File: src/rtl/asb_pkg.sv
package asb_pkg;
    typedef enum logic [1:0] {
        CYC_RD   = 2'b00,
        CYC_RDP  = 2'b01,
        CYC_WR   = 2'b10,
        CYC_WRB  = 2'b11
    } cyc_e;

    typedef enum logic [2:0] {
        ST_IDLE,
        ST_DECODE,
        ST_ACCESS,
        ST_ACK,
        ST_SKIP
    } st_e;
endpackage

File: src/rtl/asb_sync.sv
module asb_sync #(
    parameter int STAGES = 2
) (
    input  logic clk,
    input  logic rst_n,
    input  logic d,
    output logic q
);
    logic [STAGES-1:0] sh;

    always_ff @(posedge clk or negedge rst_n) begin
        if (!rst_n) sh <= '0;
        else        sh <= {sh[STAGES-2:0], d};
    end

    assign q = sh[STAGES-1];
endmodule

File: src/rtl/asb_decode.sv
module asb_decode
    import asb_pkg::*;
#(
    parameter int ADDR_W = 18,
    parameter int WIN_W  = 13,
    parameter int NREGS  = 8,
    localparam int IDX_W = $clog2(NREGS)
) (
    input  logic [ADDR_W-1:0] addr,
    input  logic [1:0]        cyc,
    output logic              hit,
    output logic [IDX_W-1:0]  idx,
    output logic              is_write,
    output logic              is_byte,
    output logic              is_pause,
    output logic              lane_hi
);
    logic in_window;
    logic in_bank;

    always_comb begin
        in_window = &addr[ADDR_W-1:WIN_W];
        in_bank   = (addr[WIN_W-1:IDX_W+1] == '0);
        hit       = in_window && in_bank;
        idx       = addr[IDX_W:1];
        lane_hi   = addr[0];
        is_write  = (cyc == CYC_WR) || (cyc == CYC_WRB);
        is_byte   = (cyc == CYC_WRB);
        is_pause  = (cyc == CYC_RDP);
    end
endmodule

File: src/rtl/asb_regbank.sv
module asb_regbank #(
    parameter int DATA_W = 16,
    parameter int NREGS  = 8,
    parameter int ID_W   = 2,
    localparam int IDX_W  = $clog2(NREGS),
    localparam int LANE_W = DATA_W / 2
) (
    input  logic              clk,
    input  logic              rst_n,
    input  logic              clr,
    input  logic              acc_en,
    input  logic [IDX_W-1:0]  idx,
    input  logic              is_write,
    input  logic              is_byte,
    input  logic              is_pause,
    input  logic              lane_hi,
    input  logic [DATA_W-1:0] wdata,
    input  logic [ID_W-1:0]   mid,
    output logic [DATA_W-1:0] rdata_q
);
    logic [DATA_W-1:0] mem [NREGS];
    logic              lk_v;
    logic [IDX_W-1:0]  lk_i;
    logic [ID_W-1:0]   lk_o;
    logic              blocked;
    logic              wr_do;
    logic [1:0]        be;

    always_comb begin
        blocked = lk_v && (idx == lk_i) && (mid != lk_o);
        wr_do   = acc_en && is_write && !blocked;
        be      = is_byte ? (lane_hi ? 2'b10 : 2'b01) : 2'b11;
    end

    always_ff @(posedge clk or negedge rst_n) begin
        if (!rst_n) begin
            for (int i = 0; i < NREGS; i++) mem[i] <= '0;
        end else if (clr) begin
            for (int i = 0; i < NREGS; i++) mem[i] <= '0;
        end else if (wr_do) begin
            if (be[0]) mem[idx][LANE_W-1:0]      <= wdata[LANE_W-1:0];
            if (be[1]) mem[idx][DATA_W-1:LANE_W] <= wdata[DATA_W-1:LANE_W];
        end
    end

    always_ff @(posedge clk or negedge rst_n) begin
        if (!rst_n) begin
            lk_v <= 1'b0;
            lk_i <= '0;
            lk_o <= '0;
        end else if (clr) begin
            lk_v <= 1'b0;
        end else if (acc_en && is_pause && (!lk_v || mid == lk_o)) begin
            lk_v <= 1'b1;
            lk_i <= idx;
            lk_o <= mid;
        end else if (wr_do && lk_v && idx == lk_i) begin
            lk_v <= 1'b0;
        end
    end

    always_ff @(posedge clk or negedge rst_n) begin
        if (!rst_n)                    rdata_q <= '0;
        else if (clr)                  rdata_q <= '0;
        else if (acc_en && !is_write)  rdata_q <= mem[idx];
    end

    AST_LOCK_BLOCKS_WRITE: assert property (@(posedge clk) disable iff (!rst_n)
        (acc_en && is_write && blocked && !clr) |=> (mem[$past(idx)] == $past(mem[idx])));

    AST_BYTE_LO_KEEPS_HI: assert property (@(posedge clk) disable iff (!rst_n)
        (acc_en && is_write && is_byte && !lane_hi && !clr)
        |=> (mem[$past(idx)][DATA_W-1:LANE_W] == $past(mem[idx][DATA_W-1:LANE_W])));

    AST_BYTE_HI_KEEPS_LO: assert property (@(posedge clk) disable iff (!rst_n)
        (acc_en && is_write && is_byte && lane_hi && !clr)
        |=> (mem[$past(idx)][LANE_W-1:0] == $past(mem[idx][LANE_W-1:0])));

    AST_INIT_UNLOCKS: assert property (@(posedge clk) disable iff (!rst_n)
        clr |=> !lk_v);
endmodule

File: src/rtl/async_bus_slave.sv
module async_bus_slave
    import asb_pkg::*;
#(
    parameter int ADDR_W = 18,
    parameter int DATA_W = 16,
    parameter int WIN_W  = 13,
    parameter int NREGS  = 8,
    parameter int ID_W   = 2,
    localparam int IDX_W = $clog2(NREGS)
) (
    input  logic              clk,
    input  logic              rst_n,
    input  logic              bus_init,
    input  logic              msync,
    input  logic [ADDR_W-1:0] addr,
    input  logic [1:0]        cyc,
    input  logic [DATA_W-1:0] wdata,
    input  logic [ID_W-1:0]   mid,
    output logic              ssync,
    output logic [DATA_W-1:0] rdata,
    output logic              rdata_oe
);
    st_e               state, nxt;
    logic              msync_s;
    logic [ADDR_W-1:0] a_q;
    logic [1:0]        c_q;
    logic [DATA_W-1:0] d_q;
    logic [ID_W-1:0]   id_q;
    logic              hit, is_write, is_byte, is_pause, lane_hi;
    logic [IDX_W-1:0]  idx;
    logic              acc_en;
    logic [DATA_W-1:0] rd_q;

    asb_sync #(.STAGES(2)) u_sync (
        .clk(clk), .rst_n(rst_n), .d(msync), .q(msync_s)
    );

    asb_decode #(.ADDR_W(ADDR_W), .WIN_W(WIN_W), .NREGS(NREGS)) u_dec (
        .addr(a_q), .cyc(c_q), .hit(hit), .idx(idx), .is_write(is_write),
        .is_byte(is_byte), .is_pause(is_pause), .lane_hi(lane_hi)
    );

    asb_regbank #(.DATA_W(DATA_W), .NREGS(NREGS), .ID_W(ID_W)) u_bank (
        .clk(clk), .rst_n(rst_n), .clr(bus_init), .acc_en(acc_en), .idx(idx),
        .is_write(is_write), .is_byte(is_byte), .is_pause(is_pause),
        .lane_hi(lane_hi), .wdata(d_q), .mid(id_q), .rdata_q(rd_q)
    );

    always_ff @(posedge clk or negedge rst_n) begin
        if (!rst_n)        state <= ST_IDLE;
        else if (bus_init) state <= ST_IDLE;
        else               state <= nxt;
    end

    always_comb begin
        nxt = state;
        unique case (state)
            ST_IDLE:   if (msync_s) nxt = ST_DECODE;
            ST_DECODE: nxt = hit ? ST_ACCESS : ST_SKIP;
            ST_ACCESS: nxt = ST_ACK;
            ST_ACK:    if (!msync_s) nxt = ST_IDLE;
            ST_SKIP:   if (!msync_s) nxt = ST_IDLE;
            default:   nxt = ST_IDLE;
        endcase
    end

    always_ff @(posedge clk or negedge rst_n) begin
        if (!rst_n) begin
            a_q  <= '0;
            c_q  <= '0;
            d_q  <= '0;
            id_q <= '0;
        end else if (state == ST_IDLE && msync_s) begin
            a_q  <= addr;
            c_q  <= cyc;
            d_q  <= wdata;
            id_q <= mid;
        end
    end

    always_comb begin
        acc_en   = (state == ST_ACCESS);
        ssync    = (state == ST_ACK);
        rdata_oe = ssync && !is_write;
        rdata    = rdata_oe ? rd_q : '0;
    end

    AST_ACK_HOLDS: assert property (@(posedge clk) disable iff (!rst_n)
        (ssync && msync_s && !bus_init) |=> ssync);

    AST_ACK_RELEASES: assert property (@(posedge clk) disable iff (!rst_n)
        (ssync && !msync_s) |=> !ssync);

    AST_ACK_AFTER_STROBE: assert property (@(posedge clk) disable iff (!rst_n)
        $rose(ssync) |-> msync_s);

    AST_MISS_SILENT: assert property (@(posedge clk) disable iff (!rst_n)
        (state == ST_DECODE && !hit) |=> !ssync);
endmodule

File: config.mk
export PLATFORM = sky130hd
export DESIGN_NAME = async_bus_slave
export DESIGN_NICKNAME = d
export VERILOG_FILES = /design/src/rtl/asb_pkg.sv /design/src/rtl/asb_sync.sv /design/src/rtl/asb_decode.sv /design/src/rtl/asb_regbank.sv /design/src/rtl/async_bus_slave.sv
export SDC_FILE = /design/constraint.sdc
export NUM_CORES = 1
export LEC_CHECK = 0
export CAP_MARGIN = 20
export CORE_AREA = 2 2 163 165
export CTS_BUF_LIST = sky130_fd_sc_hd__clkbuf_8
export CTS_CLUSTER_DIAMETER = 60
export DETAILED_ROUTE_END_ITERATION = 10
export DIE_AREA = 0 0 165 167
export SYNTH_ARGS = -nofsm -noshare
export SYNTH_HDL_FRONTEND = slang
export SYNTH_SLANG_ARGS = --single-unit
File: constraint.sdc
create_clock -name clk -period 1.9 [get_ports clk]
set_clock_uncertainty 0.05 [all_clocks]
set_input_delay 0.57 -clock clk [delete_from_list [all_inputs] [get_ports clk]]
set_output_delay 0.57 -clock clk [all_outputs]
set_load 0.05 [all_outputs]
==> flow_summary.toml <==
[place]
dp_hpwl_mm = 17.2
portBuffers = 59
place.gp.congestion = 0.831
place_ws_ns = -0.0758
dp.cells = 1154
dpl_cell_area_um2 = 10900

[routing]
wl_per_cell_um = 20.3
vias = 6549
drc = 0
drtIter0Drc = 457
via_per_inst = 5.49
drt_wl_total_mm = 24.2
ant_nets = 0
first_pass_iters = 5

[power_and_ir_drop]
leakagePower_nw = 4.84
power_density_nw_per_um2 = 768
ir_drop_v = 0.000491

[die]
die-width_um = 165
coreArea_um2 = 25800
rows = 59
die-height_um = 167
fp.dieArea_um2 = 27600
start_util = 0.344
pin_count = 60

[cells_and_area]
fin_area_um2 = 11600
fillCellCount = 2319
fin_nets = 888
area_growth_pct = 30.8
antenna_cells = 0
drive_gt1_frac = 0.323
multi_input_area_um2 = 4050
regArea_um2 = 4840
final_cell_count_no_fill = 1193

[grt]
overflow = 0
grt_pass1_vias = 6584
grt_max_degree = 58
grt_first_pass_wirelength_mm = 38.5
grtUsageTotal = 0.182
antenna_found_initial = 1

[synth]
synth_area_um2 = 8860
ys_ff_latch = 193
synth_top_area_frac = 0.545
synthArstFlopShare = 1.00
yosys-top-cells-count = "dfrtp_1 (193), o2bb2ai_1 (107), mux2_2 (49), nand2b_1 (42), mux2i_1 (36)"
yosys.area.top_type = "dfrtp_1"
synth_area_leaders = "dfrtp_1 (54%), o2bb2ai_1 (11%), mux2_2 (6.2%)"
synth-warning-count = 0
avgSynthCellArea_um2 = 12.6
ys_seq_area_frac = 0.545
yosysUniqueCellTypes = 55
synth_nets = 748
synthFlopType = "dfrtp_1"
synthCells = 706
synth-edff-count = 0
yosys.cell_count.top_type = "dfrtp_1"

[setup_path]
endpoint_kind = "output pin"
startpoint = "c_q[1]"
cp.arrival_ns = 1.65
worst-path-max-fanout = 17
start_kind = "register"
critPathKind = "register to output pin"
r2r_start = "a_q[2]"
required_ns = 1.28

[sta]
worst_pin_slew_ns = 0.526
finalCritPeriodShare = 1.20
max_freq_mhz = 440
setup_slack_ns = -0.373
hold_violations = 0
rsz0062_at_grt = "true"
setup_tns_ns = -5.90
slew_violations = 0
relSlewSlack = 0.650
finalSetupViolations = 20
post-route-min-period_ns = 2.27

[run]
cap_violations = 0

[cts]
clockBufferDepth = 2
cts_htree_levels = 4
cts-root-buf = "clkbuf_8"
clk_pin_slew_ns = 0.10
insertion_delay_ns = 0.47
numClockSinks = 193
cts_tree = "yes"
cts_buffers = 17

[status]
violations = "negative setup slack"
run_status = "finished, violations left"

[worst_hold_path]
hold_class = "input pin to asynchronous set/reset pin"
-- power breakdown --
part	leakage [nW]	internal, mW	switching, mW
combinational	2.02	0.692	0.840
sequential	2.60	4.24	0.123
clock	0.226	1.51	1.49
-- cells by family after synthesis --
| family | share of synthesized area |
|---|---|
| AO/OA/AOI/OAI | 0.196 |
| XOR/XNOR | 0.00494 |
| adder cells (fa/ha/maj) | 0.00113 |
| buffers and inverters | 0.0230 |
| flip-flops | 0.545 |
| multiplexers | 0.131 |
| AND/OR/NAND/NOR | 0.0994 |
-- per-stage QoR --
stage,util,hold WS [ns],power [mW]
3_3_place_gp,0.421,0.307,5.87
5_1_grt,0.450,0.0428,9.28
6_report,0.450,0.0340,8.90
2_1_floorplan,-,0.224,5.13
3_5_place_dp,0.421,0.309,5.88
4_1_cts,0.442,0.0311,8.88
-- critical path, stage by stage, from the launching register on --
cell,delay [ns]
dfrtp_2,0.45
nor3_4,0.23
buf_12,0.18
and2_1,0.18
buf_12,0.14
-- cells in the final DEF (no fill, tap or decap), drive strengths merged, types with 7 or more instances in the layout --
cell / synthesis / routed
dfrtp: 193 / 193
buf: 22 / 122
o2bb2ai: 107 / 107
mux2: 49 / 49
nand2b: 42 / 42
clkdlybuf4s50: 0 / 39
mux2i: 36 / 36
nand2: 34 / 34
and2: 21 / 21
clkbuf: 19 / 20
o21ai: 18 / 18
o22ai: 18 / 18
a221oi: 14 / 14
mux4: 11 / 11
nor2: 11 / 11
inv: 7 / 11
nor3: 11 / 11
o211ai: 10 / 10
nor2b: 9 / 9
a22o: 7 / 7
-- repair_timing --
action	CTS	global route
setup endpoints to repair	48	138
setup buffers	2	5
resized for setup	18	39
hold buffers	0	0
cloned	0	1
pin swaps	2	12
-- sequential cells by signal, indices dropped and copies added, names as in the netlist --
| signal | flops |
|---|---|
| u_bank.lk_o | 2 |
| id_q | 2 |
| d_q | 16 |
| c_q | 2 |
| a_q | 18 |
| u_bank.lk_v | 1 |
| u_bank.mem | 128 |
| u_sync.sh | 2 |
| state | 3 |
| u_bank.lk_i | 3 |
| u_bank.rdata_q | 16 |
-- per-layer routing --
| layer | up-vias | share of wire | track usage |
|---|---|---|---|
| met2 | 188 | 0.42 | 0.249 |
| met3 | 30 | 0.064 | 0.0418 |
| met5 | - | 0.00050 | 0 |
| li1 | 3000 | - | - |
| met4 | 2 | 0.014 | 0.0457 |
| met1 | 3329 | 0.50 | 0.286 |
-- cell type report --
class                           instances  area share
Clock buffer                           19      0.0226
Multi-Input combinational cell        465       0.349
Sequential cell                       193       0.417
Clock inverter                         12      0.0154
Inverter                                7     0.00227
Tap cell                              335      0.0362
Timing Repair Buffer                  162       0.157
-- path summary, 6_finish.rpt --
| kind | to | slack [ns] | cells past startpoint |
|---|---|---|---|
| worst max-delay path | rdata[0] | -0.37 | 4 |
| worst min-delay path | d_q[11] | 0.03 | 1 |
| worst max register to register | u_bank.rdata_q[5] | -0.01 | 5 |
| worst min register to register | u_sync.sh[1] | 0.33 | 0 |
| max in group asynchronous | a_q[1] | 1.16 | 2 |
| min in group clk | u_sync.sh[1] | 0.33 | 0 |
(Power assumes the default switching activity.)
